## src/rtl/cfp_pkg.sv

```systemverilog
package cfp_pkg;
  typedef enum logic [1:0] {
    OP_BREAK = 2'b00,
    OP_SYNC  = 2'b01,
    OP_ASYNC = 2'b10,
    OP_DATA  = 2'b11
  } cfp_op_e;

  localparam logic [7:0] CODE_BREAK = 8'h04;
  localparam logic [7:0] CODE_SYNC  = 8'h06;
  localparam logic [7:0] CODE_ASYNC = 8'h05;
  localparam logic [7:0] HDR_BASE   = 8'hE0;

  typedef enum logic [2:0] {
    ST_IDLE,
    ST_SINGLE,
    ST_HDR,
    ST_ADDR_HI,
    ST_ADDR_LO,
    ST_PAY
  } cfp_state_e;
endpackage

```

## src/rtl/cfp_cmd_decode.sv

```systemverilog
module cfp_cmd_decode
  import cfp_pkg::*;
#(
  parameter int LEN_W   = 8,
  parameter int MIN_LEN = 4,
  parameter int MAX_LEN = 128
) (
  input  logic [1:0]       op,
  input  logic [LEN_W-1:0] len,
  output logic             is_data,
  output logic             reject,
  output logic             trunc,
  output logic [7:0]       first_byte,
  output logic [LEN_W-1:0] nbytes
);
  localparam int WCNT_W = $clog2(MAX_LEN / 4);

  logic [LEN_W-3:0]  words;
  logic [WCNT_W-1:0] wm1;

  always_comb begin
    words   = len[LEN_W-1:2];
    wm1     = WCNT_W'(words - (LEN_W-2)'(1));
    nbytes  = {words, 2'b00};
    is_data = (op == OP_DATA);
    reject  = is_data && ((len < LEN_W'(MIN_LEN)) || (len > LEN_W'(MAX_LEN)));
    trunc   = is_data && !reject && (len[1:0] != 2'b00);
    unique case (op)
      OP_BREAK: first_byte = CODE_BREAK;
      OP_SYNC:  first_byte = CODE_SYNC;
      OP_ASYNC: first_byte = CODE_ASYNC;
      default:  first_byte = HDR_BASE | 8'(wm1);
    endcase
  end
endmodule

```

## src/rtl/cfp_bit_rev.sv

```systemverilog
module cfp_bit_rev #(
  parameter int W = 8
) (
  input  logic [W-1:0] din,
  output logic [W-1:0] dout
);
  for (genvar i = 0; i < W; i++) begin : g_rev
    assign dout[i] = din[W-1-i];
  end
endmodule

```

## src/rtl/cfp_sequencer.sv

```systemverilog
module cfp_sequencer
  import cfp_pkg::*;
#(
  parameter int LEN_W  = 8,
  parameter int ADDR_W = 16
) (
  input  logic              clk,
  input  logic              rst,
  input  logic              cmd_valid,
  output logic              cmd_ready,
  input  logic [ADDR_W-1:0] cmd_addr,
  input  logic              dec_is_data,
  input  logic              dec_reject,
  input  logic              dec_trunc,
  input  logic [7:0]        dec_first,
  input  logic [LEN_W-1:0]  dec_nbytes,
  input  logic              pay_valid,
  output logic              pay_ready,
  input  logic [7:0]        pay_rev,
  output logic              out_valid,
  input  logic              out_ready,
  output logic [7:0]        out_data,
  output logic              len_err
);
  cfp_state_e        state_q;
  logic [7:0]        first_q;
  logic [ADDR_W-1:0] addr_q;
  logic [LEN_W-1:0]  remain_q;
  logic              cmd_fire;
  logic              out_fire;

  assign cmd_ready = (state_q == ST_IDLE);
  assign cmd_fire  = cmd_valid && cmd_ready;
  assign pay_ready = (state_q == ST_PAY) && out_ready;
  assign out_fire  = out_valid && out_ready;

  always_comb begin
    out_valid = 1'b0;
    out_data  = 8'h00;
    unique case (state_q)
      ST_SINGLE, ST_HDR: begin
        out_valid = 1'b1;
        out_data  = first_q;
      end
      ST_ADDR_HI: begin
        out_valid = 1'b1;
        out_data  = addr_q[ADDR_W-1 -: 8];
      end
      ST_ADDR_LO: begin
        out_valid = 1'b1;
        out_data  = addr_q[7:0];
      end
      ST_PAY: begin
        out_valid = pay_valid;
        out_data  = pay_rev;
      end
      default: ;
    endcase
  end

  always_ff @(posedge clk) begin
    if (rst) begin
      state_q  <= ST_IDLE;
      first_q  <= 8'h00;
      addr_q   <= '0;
      remain_q <= '0;
      len_err  <= 1'b0;
    end else begin
      len_err <= cmd_fire && (dec_reject || dec_trunc);
      unique case (state_q)
        ST_IDLE: if (cmd_fire) begin
          first_q  <= dec_first;
          addr_q   <= cmd_addr;
          remain_q <= dec_nbytes;
          if (!dec_is_data)     state_q <= ST_SINGLE;
          else if (!dec_reject) state_q <= ST_HDR;
        end
        ST_SINGLE:  if (out_fire) state_q <= ST_IDLE;
        ST_HDR:     if (out_fire) state_q <= ST_ADDR_HI;
        ST_ADDR_HI: if (out_fire) state_q <= ST_ADDR_LO;
        ST_ADDR_LO: if (out_fire) state_q <= ST_PAY;
        ST_PAY: if (out_fire) begin
          remain_q <= remain_q - LEN_W'(1);
          if (remain_q == LEN_W'(1)) state_q <= ST_IDLE;
        end
        default: state_q <= ST_IDLE;
      endcase
    end
  end


  hdr_opcode_chk: assert property (@(posedge clk) disable iff (rst)
    (cmd_fire && dec_is_data && !dec_reject) |=> (out_valid && out_data[7:5] == 3'b111));


  reject_silent_chk: assert property (@(posedge clk) disable iff (rst)
    (cmd_fire && dec_reject) |=> (cmd_ready && !out_valid && len_err));


  hold_under_stall_chk: assert property (@(posedge clk) disable iff (rst)
    (out_valid && !out_ready) |=> (out_valid && $stable(out_data)));


  pay_follows_out_chk: assert property (@(posedge clk) disable iff (rst)
    pay_ready |-> out_ready);


  busy_no_accept_chk: assert property (@(posedge clk) disable iff (rst)
    out_valid |-> !cmd_ready);
endmodule

```

## src/rtl/cfp_byte_counter.sv

```systemverilog
module cfp_byte_counter #(
  parameter int CNT_W = 16
) (
  input  logic             clk,
  input  logic             rst,
  input  logic             inc,
  output logic [CNT_W-1:0] count
);
  always_ff @(posedge clk) begin
    if (rst)      count <= '0;
    else if (inc) count <= count + CNT_W'(1);
  end
endmodule

```

## src/rtl/chain_frame_packer.sv

```systemverilog
module chain_frame_packer
  import cfp_pkg::*;
#(
  parameter int LEN_W   = 8,
  parameter int ADDR_W  = 16,
  parameter int CNT_W   = 16,
  parameter int MIN_LEN = 4,
  parameter int MAX_LEN = 128
) (
  input  logic              clk,
  input  logic              rst,
  input  logic              cmd_valid,
  output logic              cmd_ready,
  input  logic [1:0]        cmd_op,
  input  logic [ADDR_W-1:0] cmd_addr,
  input  logic [LEN_W-1:0]  cmd_len,
  input  logic              pay_valid,
  output logic              pay_ready,
  input  logic [7:0]        pay_data,
  output logic              out_valid,
  input  logic              out_ready,
  output logic [7:0]        out_data,
  output logic [CNT_W-1:0]  out_count,
  output logic              len_err
);
  logic             dec_is_data;
  logic             dec_reject;
  logic             dec_trunc;
  logic [7:0]       dec_first;
  logic [LEN_W-1:0] dec_nbytes;
  logic [7:0]       pay_rev;

  cfp_cmd_decode #(
    .LEN_W(LEN_W), .MIN_LEN(MIN_LEN), .MAX_LEN(MAX_LEN)
  ) i_decode (
    .op(cmd_op), .len(cmd_len), .is_data(dec_is_data), .reject(dec_reject),
    .trunc(dec_trunc), .first_byte(dec_first), .nbytes(dec_nbytes)
  );

  cfp_bit_rev #(.W(8)) i_rev (.din(pay_data), .dout(pay_rev));

  cfp_sequencer #(.LEN_W(LEN_W), .ADDR_W(ADDR_W)) i_seq (
    .clk(clk), .rst(rst), .cmd_valid(cmd_valid), .cmd_ready(cmd_ready),
    .cmd_addr(cmd_addr), .dec_is_data(dec_is_data), .dec_reject(dec_reject),
    .dec_trunc(dec_trunc), .dec_first(dec_first), .dec_nbytes(dec_nbytes),
    .pay_valid(pay_valid), .pay_ready(pay_ready), .pay_rev(pay_rev),
    .out_valid(out_valid), .out_ready(out_ready), .out_data(out_data),
    .len_err(len_err)
  );

  cfp_byte_counter #(.CNT_W(CNT_W)) i_cnt (
    .clk(clk), .rst(rst), .inc(out_valid && out_ready), .count(out_count)
  );


  count_step_chk: assert property (@(posedge clk) disable iff (rst)
    (out_valid && out_ready) |=> (out_count == $past(out_count) + CNT_W'(1)));


  count_idle_chk: assert property (@(posedge clk) disable iff (rst)
    !(out_valid && out_ready) |=> $stable(out_count));
endmodule

```

## config.mk

```make
export PLATFORM = sky130hd
export DESIGN_NAME = chain_frame_packer
export DESIGN_NICKNAME = d
export VERILOG_FILES = /design/src/rtl/cfp_pkg.sv /design/src/rtl/cfp_cmd_decode.sv /design/src/rtl/cfp_bit_rev.sv /design/src/rtl/cfp_sequencer.sv /design/src/rtl/cfp_byte_counter.sv /design/src/rtl/chain_frame_packer.sv
export SDC_FILE = /design/constraint.sdc
export NUM_CORES = 1
export LEC_CHECK = 0
export BUFFER_PORTS_ARGS = -buffer_cell sky130_fd_sc_hd__buf_2
export CAP_MARGIN = 20
export CELL_PAD_IN_SITES_DETAIL_PLACEMENT = 1
export CELL_PAD_IN_SITES_GLOBAL_PLACEMENT = 1
export CORE_MARGIN = 1.5
export CORE_UTILIZATION = 39
export DETAILED_ROUTE_END_ITERATION = 7
export GPL_TIMING_DRIVEN = 0
export PLACE_DENSITY = 0.8
export RECOVER_POWER = 50
export SETUP_SLACK_MARGIN = 0.2
export SLEW_MARGIN = 15
export SYNTH_ARGS = -nofsm -noshare
export SYNTH_HDL_FRONTEND = slang
export SYNTH_SLANG_ARGS = --single-unit
```

## constraint.sdc

```tcl
create_clock -name clk -period 2.26 [get_ports clk]
set_input_delay 0.452 -clock clk [delete_from_list [all_inputs] [get_ports clk]]
set_output_delay 0.452 -clock clk [all_outputs]
set_load 0.005 [all_outputs]
```

==> key figures, run 1 <==
Status
  • Status: finished clean

Route
  • Initial DRT Pass Iterations: 4
  • Post-DR vias/cell: 5.480
  • Routed WL per cell: 17.12 um
  • Iteration-0 DRC count of the detailed router: roughly 170
  • Routed WL: 9126 um
  • Vias: a little under 3000
  • Detail Route Antenna Nets: 0
  • Remaining DRCs: 0

Synthesis
  • Cells after synthesis: 353
  • Synth Cell Area: about 0.0028 mm2
  • Share of the synthesized area in the top cell type: 0.3628
  • Flops & latches, synth: 50
  • Cell taking the most area after synthesis: dfxtp_1
  • Top cells by area, synth: dfxtp_1 36%, a21oi_1 8.2%, nand2_1 7.5%
  • YS warnings: 0
  • Synth unique cells: 46
  • Seq/Total Area, Yosys: 0.3628
  • Syn Area/Cell: 7.816 um2
  • Post-synth net total: 397

Timing
  • Fin crit share: 0.9424
  • Setup slack after layout: roughly 130 ps
  • Min Tclk post-route: 2130 ps
  • Worst slew pin tran: around 1000 ps
  • Unrepaired setup endpoints after global routing: true
  • Fmax: approximately 470 MHz
  • Skew final: 8.687 ps
  • Final hold viol count: 0
  • Final setup fails: 0
  • Max_slew headroom: 0.3183
  • Final Max Slew Viols: 0

Cells and area
  • Layout net count: 480
  • Layout cells sized above 1: 0.2517
  • Most frequent cells in the layout: 57 x buf_2, 55 x nand2_1, 48 x dfxtp_1
  • Most common cell after layout, fill and taps aside: buf_2
  • Non-filler cells, final: 533
  • N_diodes: 0
  • P&R area growth vs syn: 25.71%
  • Fillers: 887

Clock network
  • Clock Latency Late Sink: 310 ps
  • Root Buffer Master: clkbuf_8
  • CTS Buf Count: 5
  • CTS tree: built
  • H-Tree Depth: 2
  • Clock transition at path regs: 100 ps
  • Clock net sink count: 50
  • Clock Path Buffers: 2

Power
  • Pwr Density: 566.0 mW/mm2
  • P_leak: 1.384 nW
  • VDD IR-drop max: 0.0002151 V
  • Pwr Total: ~0.002 W

Die
  • Ports: 67
  • Die span in y: 87.11 um
  • Die W: between 80 and 90 um
  • Starting density of the core: 0.4038
  • DIE AREA: 0.007587 mm2
  • Row Count: 30
  • Core area: between 0.006 and 0.007 mm2

Setup path
  • Critical path peak fanout: 6
  • CP Launch Type: flip-flop
  • WS Path Type: reg -> out
  • Crit path DAT: 1680 ps
  • WP data required: 1810 ps
  • CP Capture Type: primary output

GRT
  • Global-route wire length before repair: 14390 um
  • Initial antenna violation count: 0
  • Total track usage: 0.2444
  • Vias in the first global route: 2890
  • Largest net degree at the start of global routing: 16
  • GRT overflow: 0

Place
  • Buffers on Ports: 66
  • Placement Setup Slack: -92.20 ps
  • Final GP Congestion: 0.8103
  • Placed cells: 515
  • Detailed placement HPWL: 6384 um

Hold path
  • HP Class: in -> reg

Job
  • Max Cap Viol: 0
layout make-up:
type | instances | area, um2 | share of cell area
multi-input combinational | 270 | 1693 | 0.4881
inverter | 8 | 30.03 | 0.008658
buffer | 25 | 151.4 | 0.04365
sequential | 50 | 1003 | 0.2893
clock buffer | 6 | 72.57 | 0.02092
timing repair buffer | 76 | 384.1 | 0.1108
clock inverter | 2 | 13.76 | 0.003968
tap | 96 | 120.1 | 0.03463
logic make-up (layout without fill, tap and decap cells):
kind of cell    Yosys count  after routing  share of synthesized area
simple gates            149            149                     0.2748
compound gates           94             94                     0.2045
flops                    50             50                     0.3628
buf+inv                  33            117                    0.05170
mux                      19             19                    0.07392
fa+ha+maj                 5              5                    0.02268
xor+xnor                  3              3                   0.009526
through the flow:
step	setup TNS (ps)	utilization	instance area (um2)	hold slack, ps
after floorplan	0	-	2759	432.9
after global placement	-134.3	0.4698	3209	440.3
after detailed placement	-396.1	0.4698	3209	449.6
after CTS	0	0.5009	3422	362.6
after global routing	0	0.5077	3468	363.5
final	0	0.5077	3468	361.9
path summary, 6_finish.rpt:
path	start	to	slack (ps)	cells after the start
min reg2reg	i_seq.addr_q[2]	i_seq.addr_q[2]	460	2
max	i_seq.state_q[1]	out_data[1]	130	6
min	cmd_addr[14]	i_seq.addr_q[14]	360	3
max reg2reg	i_seq.remain_q[2]	i_seq.state_q[2]	230	4
state kept, by name (all words and copies together), names as in the netlist:
register / flops
i_cnt.count: 16
i_seq.addr_q: 16
i_seq.first_q: 6
i_seq.len_err: 1
i_seq.remain_q: 8
i_seq.state_q: 3
Yosys cell counts (all sizes together):
master   n
a211o    1
a211oi   1
a21o     5
a21oi   45
a22oi    7
a31oi    1
a32oi    1
and2     2
and3     1
and3b    1
and4     3
buf     11
clkbuf  14
dfxtp   50
ha       5
inv      8
mux2    11
mux2i    8
nand2   55
nand2b   2
nand3   13
nand3b   2
nand4    5
nand4b   3
nor2    22
nor2b    9
nor3    10
nor3b    2
nor4     3
nor4bb   1
o21ai   11
o21ba    1
o21bai   1
o22a     1
o22ai    8
o311a    1
o31ai   10
or3      4
or3b     2
or4      7
or4b     2
xor2     3
report_power, final:
group	internal, W	switching (W)	total [W]
clock network	0.000220	0.000327	0.000547
logic	0.000182	0.000270	0.000452
registers	0.000928	0.0000363	0.000964
critical path, stage by stage (launching register included):
cell,delay [ps]
dfxtp_1,410
buf_8,140
buf_8,120
mux2_4,300
a22oi_2,160
o22ai_2,100
buf_2,140
what timing repair did:
| item | 4_1_cts | 5_1_grt |
|---|---|---|
| pin swaps | 8 | 6 |
| cloned | 0 | 0 |
| buffers inserted | 6 | 4 |
| hold buffers | 0 | 0 |
| endpoints found under the setup margin | 10 | 11 |
| gates resized for setup | 24 | 18 |
layer usage:
layer / GRT usage / share of wire
met2: 0.4376 / 0.50
met4: 0.06638 / 0.010
met1: 0.3035 / 0.45
met3: 0.03886 / 0.038
met5: 0 / 0
Power figures use the tool's default switching activity.
==> inputs of run 2 (changes only) <==
Settings changed: ABC_AREA set to 1, CORE_UTILIZATION 39 to 37.
==> key figures, run 2 <==
Synthesis
  • Post-synth EDFFs: 0 (unchanged)
  • Syn Area/Cell: 6.441 um2 (-18%)
  • Synth top cells by count: 108 x nand2_1, 60 x inv_1, 50 x dfxtp_1
  • Top-count cell post-synth: nand2_1
  • Synth unique cells: 30 (-35%)
  • Top cells by area, synth: dfxtp_1 36%, nand2_1 15%, inv_1 8.2%
  • Share of the synthesized area in the top cell type: 0.3640 (+0.001155)
  • Mux cell area share after synthesis: 0 (-0.07392)
  • YS warnings: 0 (unchanged)
  • Post-synth net total: 471 (+19%)
  • Cells after synthesis: 427 (+21%)
  • Synth Area in Simple Gates: 0.3212 (+0.04637)
  • Seq/Total Area, Yosys: 0.3640 (+0.001155)
  • Synth Cell Area: 0.002750 mm2 (-0.32%)
  • Cell taking the most area after synthesis: dfxtp_1
  • Largest family of logic cells by synthesized area: simple AND/OR/NAND/NOR gates
  • Synthesized-area fraction occupied by adder cells: 0.02275 (+0.00007222)
  • Synth Area in XOR/XNOR: 0.02548 (+0.01595)
  • Dominant synthesized flop cell: dfxtp_1
  • Compound-gate portion of the synthesized area: 0.1601 (-0.04439)
  • Flops & latches, synth: 50 (unchanged)
  • Ys async rst share: 0 (unchanged)

Die
  • Ports: 67 (unchanged)
  • DIE AREA: 0.007959 mm2 (+4.9%)
  • Die span in y: 89.22 um (+2.4%)
  • Die W: 89.22 um (+2.4%)
  • Core area: 0.007214 mm2 (+5.6%)
  • Row Count: 31 (+3.3%)
  • Starting density of the core: 0.3812 (-0.02265)

GRT
  • Total track usage: 0.2357 (-0.008742)
  • Initial antenna violation count: 0 (unchanged)
  • Vias in the first global route: 2994 (+3.6%)
  • Largest net degree at the start of global routing: 18 (+2)
  • GRT overflow: 0 (unchanged)
  • Global-route wire length before repair: 14120 um (-1.9%)

Hold path
  • HP Class: in -> reg
  • Hold-critical path depth: 3 (unchanged)

Timing
  • TNS Setup: 0 ps (unchanged)
  • Fin crit share: 0.9085 (-0.03395)
  • Final hold viol count: 0 (unchanged)
  • Max_slew headroom: 0.6271 (+0.3088)
  • Final Max Slew Viols: 0 (unchanged)
  • Fmax: 487.1 MHz (+3.7%)
  • Final setup fails: 0 (unchanged)
  • Min Tclk post-route: 2053 ps (-76.73 ps)
  • Worst slew pin tran: 559.3 ps (-453.9 ps)
  • Unrepaired setup endpoints after global routing: true
  • Skew final: 5.675 ps (-3.012 ps)

Route
  • Initial DRT Pass Iterations: 4 (unchanged)
  • Post-DR vias/cell: 4.974 (-9.2%)
  • Remaining DRCs: 0 (unchanged)
  • Detail Route Antenna Nets: 0 (unchanged)
  • Routed WL: 8914 um (-2.3%)
  • Routed WL per cell: 14.64 um (-15%)
  • Iteration-0 DRC count of the detailed router: 90 (-46%)
  • Vias: 3029 (+3.7%)

Place
  • Placed Area: 0.003199 mm2 (-0.31%)
  • Detailed placement HPWL: 6650 um (+4.2%)
  • Buffers on Ports: 65 (-1.5%)
  • Final GP Congestion: 0.7968 (-1.7%)
  • Placed cells: 591 (+15%)

Setup path
  • WP data required: 1810 ps (about the same)
  • WS Path Type: reg -> out
  • Critical path peak fanout: 6 (unchanged)
  • CP Capture Type: primary output
  • Worst reg2reg path depth: 8 (+4)
  • Crit path DAT: 1600 ps (-80 ps)
  • CP Launch Type: flip-flop

Clock network
  • Hold Buf Count CTS: 0 (unchanged)
  • Clock transition at path regs: 100 ps (about the same)
  • Clock Latency Late Sink: 320 ps (about the same)
  • CTS tree: built
  • Clock net sink count: 50 (unchanged)
  • H-Tree Depth: 2 (unchanged)
  • Clock Path Buffers: 2 (unchanged)
  • CTS Buf Count: 5 (unchanged)
  • Root Buffer Master: clkbuf_8

Power
  • VDD IR-drop max: 0.0005903 V (+170%)
  • Pwr Total: 0.003433 W (+75%)
  • P_leak: 1.549 nW (+12%)
  • Pwr Density: 992.9 mW/mm2 (+75%)

Cells and area
  • Final non-filler cell area: 0.003457 mm2 (-0.32%)
  • Non-filler cells, final: 609 (+14%)
  • Fillers: 1016 (+15%)
  • Layout net count: 553 (+15%)
  • P&R area growth vs syn: 25.71% (about the same)
  • Layout cells sized above 1: 0.2000 (-0.05172)
  • Regs by FF count: i_cnt.count: 16 flops, i_seq.addr_q: 16 flops, i_seq.remain_q: 8 flops
  • Most frequent cells in the layout: 106 x nand2_1, 58 x inv_1, 58 x buf_2
  • Most common cell after layout, fill and taps aside: nand2_1
  • N_diodes: 0 (unchanged)

Job
  • Max Cap Viol: 0 (unchanged)

Status
  • Status: finished clean
[run 2: layer usage]
| layer | routed length [um] | share of wire | track usage |
|---|---|---|---|
| met5 | 0 | 0 | 0 |
| met4 | 125 | 0.014 | 0.06993 |
| met3 | 448 | 0.050 | 0.05448 |
| met2 | 4300 | 0.48 | 0.4204 |
| met1 | 4039 | 0.45 | 0.2814 |
[run 2: path summary, 6_finish.rpt]
| kind | start | end | slack [ps] |
|---|---|---|---|
| worst max-delay path | i_seq.state_q[2] | out_data[1] | 210 |
| worst min-delay path | cmd_addr[10] | i_seq.addr_q[10] | 360 |
| worst max register to register | i_seq.state_q[2] | i_seq.remain_q[7] | 490 |
| worst min register to register | i_seq.addr_q[1] | i_seq.addr_q[1] | 460 |
[run 2: power by group]
part	switching [W]	total (W)	internal (W)
combinational	0.000997	0.00155	0.000555
sequential	0.000132	0.00119	0.00106
clock	0.000350	0.000689	0.000338
total	0.00148	0.00343	0.00195
[run 2: logic make-up after synthesis]
logic type,count (synthesis)
compound gates,81
fa+ha+maj,5
buf+inv,76
simple gates,207
flops,50
xor+xnor,8
[run 2: through the flow]
stage	hold WS (ps)	worst slack, ps	utilization
2_1_floorplan	424.5	593.4	-
3_3_place_gp	437.5	57.48	0.4435
3_5_place_dp	443.7	52.41	0.4435
4_1_cts	356.4	188.4	0.4719
5_1_grt	346.2	122.1	0.4792
6_report	359.9	206.9	0.4792
[run 2: worst max-delay path, stage by stage, from the launching register on]
cell and delay (ps):
dfxtp_4 410, inv_4 60, nor3_4 260, buf_6 150, nand2_4 40, o21ai_2 40, a21oi_1 40, o21ai_1 130
buf_2 150
[run 2: layout make-up]
class	count	area (um2)	area share
inverters	64	245.2	0.07094
well taps	99	123.9	0.03583
multi-input cells	301	1504	0.4350
clock inverters	3	47.55	0.01375
flip-flops and latches	50	1012	0.2928
plain buffers	12	66.31	0.01918
clock buffers	5	68.82	0.01991
repair buffers	75	389.1	0.1126
[run 2: what timing repair did]
| action | CTS | global route |
|---|---|---|
| pin swaps | 2 | 5 |
| endpoints found under the setup margin | 8 | 8 |
| gates cloned | 0 | 0 |
| resized for setup | 18 | 14 |
| buffers inserted | 6 | 4 |
==> inputs of run 3 (changes only) <==
Settings changed: REMOVE_ABC_BUFFERS set to 1.
==> key figures, run 3 (synthesis gave the netlist of run 2 again) <==
Die
  • Row Count: 31 (unchanged)
  • Starting density of the core: 0.3812 (unchanged)
  • Die span in y: 89.22 um (unchanged)
  • DIE AREA: 0.007959 mm2 (unchanged)
  • Core area: 0.007214 mm2 (unchanged)
  • Die W: 89.22 um (unchanged)
  • Ports: 67 (unchanged)

Cells and area
  • Fillers: 1006 (-0.98%)
  • N_diodes: 0 (unchanged)
  • Final design utilization: 0.4754 (-0.003815)
  • Layout cells sized above 1: 0.2112 (+0.01116)
  • Regs by FF count: i_cnt.count: 16 flops, i_seq.addr_q: 16 flops, i_seq.remain_q: 8 flops
  • Most frequent cells in the layout: 102 x nand2_1, 60 x buf_2, 59 x inv_1
  • Most common cell after layout, fill and taps aside: nand2_1
  • Layout net count: 545 (-1.4%)
  • P&R area growth vs syn: 24.70%

Place
  • Placement Setup Slack: -426.8 ps (-479.2 ps)
  • Final GP Congestion: 0.8226 (+3.2%)
  • Detailed placement HPWL: 5947 um (-11%)
  • Buffers on Ports: 66 (+1.5%)

Route
  • Vias: 3057 (+0.92%)
  • Routed WL per cell: 14.60 um (-0.25%)
  • Remaining DRCs: 0 (unchanged)
  • Routed WL: 8775 um (-1.6%)
  • Initial DRT Pass Iterations: 4 (unchanged)
  • Iteration-0 DRC count of the detailed router: 114 (+27%)
  • Detail Route Antenna Nets: 0 (unchanged)
  • Post-DR vias/cell: 5.087 (+2.3%)

Timing
  • Setup slack after layout: 92.05 ps (-114.8 ps)
  • Unrepaired setup endpoints after global routing: true
  • Min Hold Slack: 372.8 ps (+12.96 ps)
  • Min Tclk post-route: 2168 ps (+114.8 ps)
  • Fin crit share: 0.9593 (+0.05080)
  • Worst slew pin tran: 1076 ps (+516.6 ps)
  • TNS Setup: 0 ps (unchanged)
  • Final Max Slew Viols: 0 (unchanged)
  • Fmax: 461.3 MHz (-5.3%)
  • Skew final: 12.27 ps (+6.596 ps)
  • Final hold viol count: 0 (unchanged)
  • Final setup fails: 0 (unchanged)
  • Max_slew headroom: 0.2819 (-0.3452)

Clock network
  • Clock transition at path regs: 100 ps (about the same)
  • Clock net sink count: 50 (unchanged)
  • CTS Buf Count: 5 (unchanged)
  • Hold Buf Count CTS: 0 (unchanged)
  • CTS tree: built
  • Clock Path Buffers: 2 (unchanged)
  • Clock Latency Late Sink: 310 ps (about the same)
  • Root Buffer Master: clkbuf_8
  • H-Tree Depth: 2 (unchanged)

GRT
  • Global-route wire length before repair: 14070 um (-0.34%)
  • Vias in the first global route: 3059 (+2.2%)
  • Largest net degree at the start of global routing: 35 (+17)
  • Total track usage: 0.2293 (-0.006409)
  • Initial antenna violation count: 0 (unchanged)
  • GRT overflow: 0 (unchanged)

Job
  • Max Cap Viol: 0 (unchanged)

Setup path
  • CP Launch Type: flip-flop
  • Critical path peak fanout: 6 (unchanged)
  • Crit path DAT: 1720 ps (+120 ps)
  • CP Capture Type: primary output
  • WP data required: 1810 ps (about the same)
  • WS Path Type: reg -> out

Hold path
  • HP Class: in -> reg

Power
  • P_leak: 1.533 nW (-1.0%)
  • VDD IR-drop max: 0.0003452 V (-42%)
  • Pwr Total: 0.003383 W (-1.4%)
  • Pwr Density: 986.5 mW/mm2 (-0.65%)

Status
  • Status: finished clean
## run 3: final cells by class
| type | count | area [um2] | share of cell area |
|---|---|---|---|
| Clock buffer | 7 | 96.34 | 0.02809 |
| Clock inverter | 1 | 8.758 | 0.002554 |
| Inverter | 64 | 250.2 | 0.07297 |
| Multi-Input combinational cell | 302 | 1519 | 0.4429 |
| Sequential cell | 50 | 1010 | 0.2944 |
| Tap cell | 99 | 123.9 | 0.03612 |
| Timing Repair Buffer | 78 | 421.7 | 0.1229 |
## run 3: path summary, 6_finish.rpt
check | from | end | depth (start not counted) | slack [ps]
hold / removal | cmd_addr[15] | i_seq.addr_q[15] | 3 | 370
setup / recovery | i_seq.state_q[0] | out_data[3] | 7 | 90
setup reg to reg | i_seq.state_q[0] | i_cnt.count[9] | 8 | 190
hold reg to reg | i_seq.addr_q[9] | i_seq.addr_q[9] | 2 | 460
## run 3: power by group
| group | internal, W | switching (W) |
|---|---|---|
| clock network | 0.000282 | 0.000324 |
| logic | 0.000537 | 0.00106 |
| registers | 0.00106 | 0.000127 |
## run 3: per-layer routing
| metal | global-route usage | up-vias | part of all wire |
|---|---|---|---|
| li1 | - | 1515 | - |
| met1 | 0.2524 | 1455 | 0.41 |
| met2 | 0.4381 | 68 | 0.52 |
| met3 | 0.04247 | 19 | 0.047 |
| met4 | 0.07692 | 0 | 0.025 |
| met5 | 0 | - | 0 |
## run 3: timing repair
item,CTS,global route
resized for setup,18,10
setup endpoints to repair,40,26
gates cloned,1,0
pin swaps,6,5
endpoints found under the hold margin,0,0
buffers inserted,11,1
## run 3: stage by stage
stage	std cells	cell area (um2)
3_3_place_gp	580	3152
6_report	601	3430
3_5_place_dp	580	3152
5_1_grt	601	3430
4_1_cts	600	3402
2_1_floorplan	415	2698
## run 3: worst max-delay path, cell delays in order (launching register included)
cell and delay [ps]:
dfxtp_4 390, clkinvlp_4 140, buf_6 150, nor3_4 280
buf_6 170, nand2_1 60, o2111ai_2 60, buf_2 140
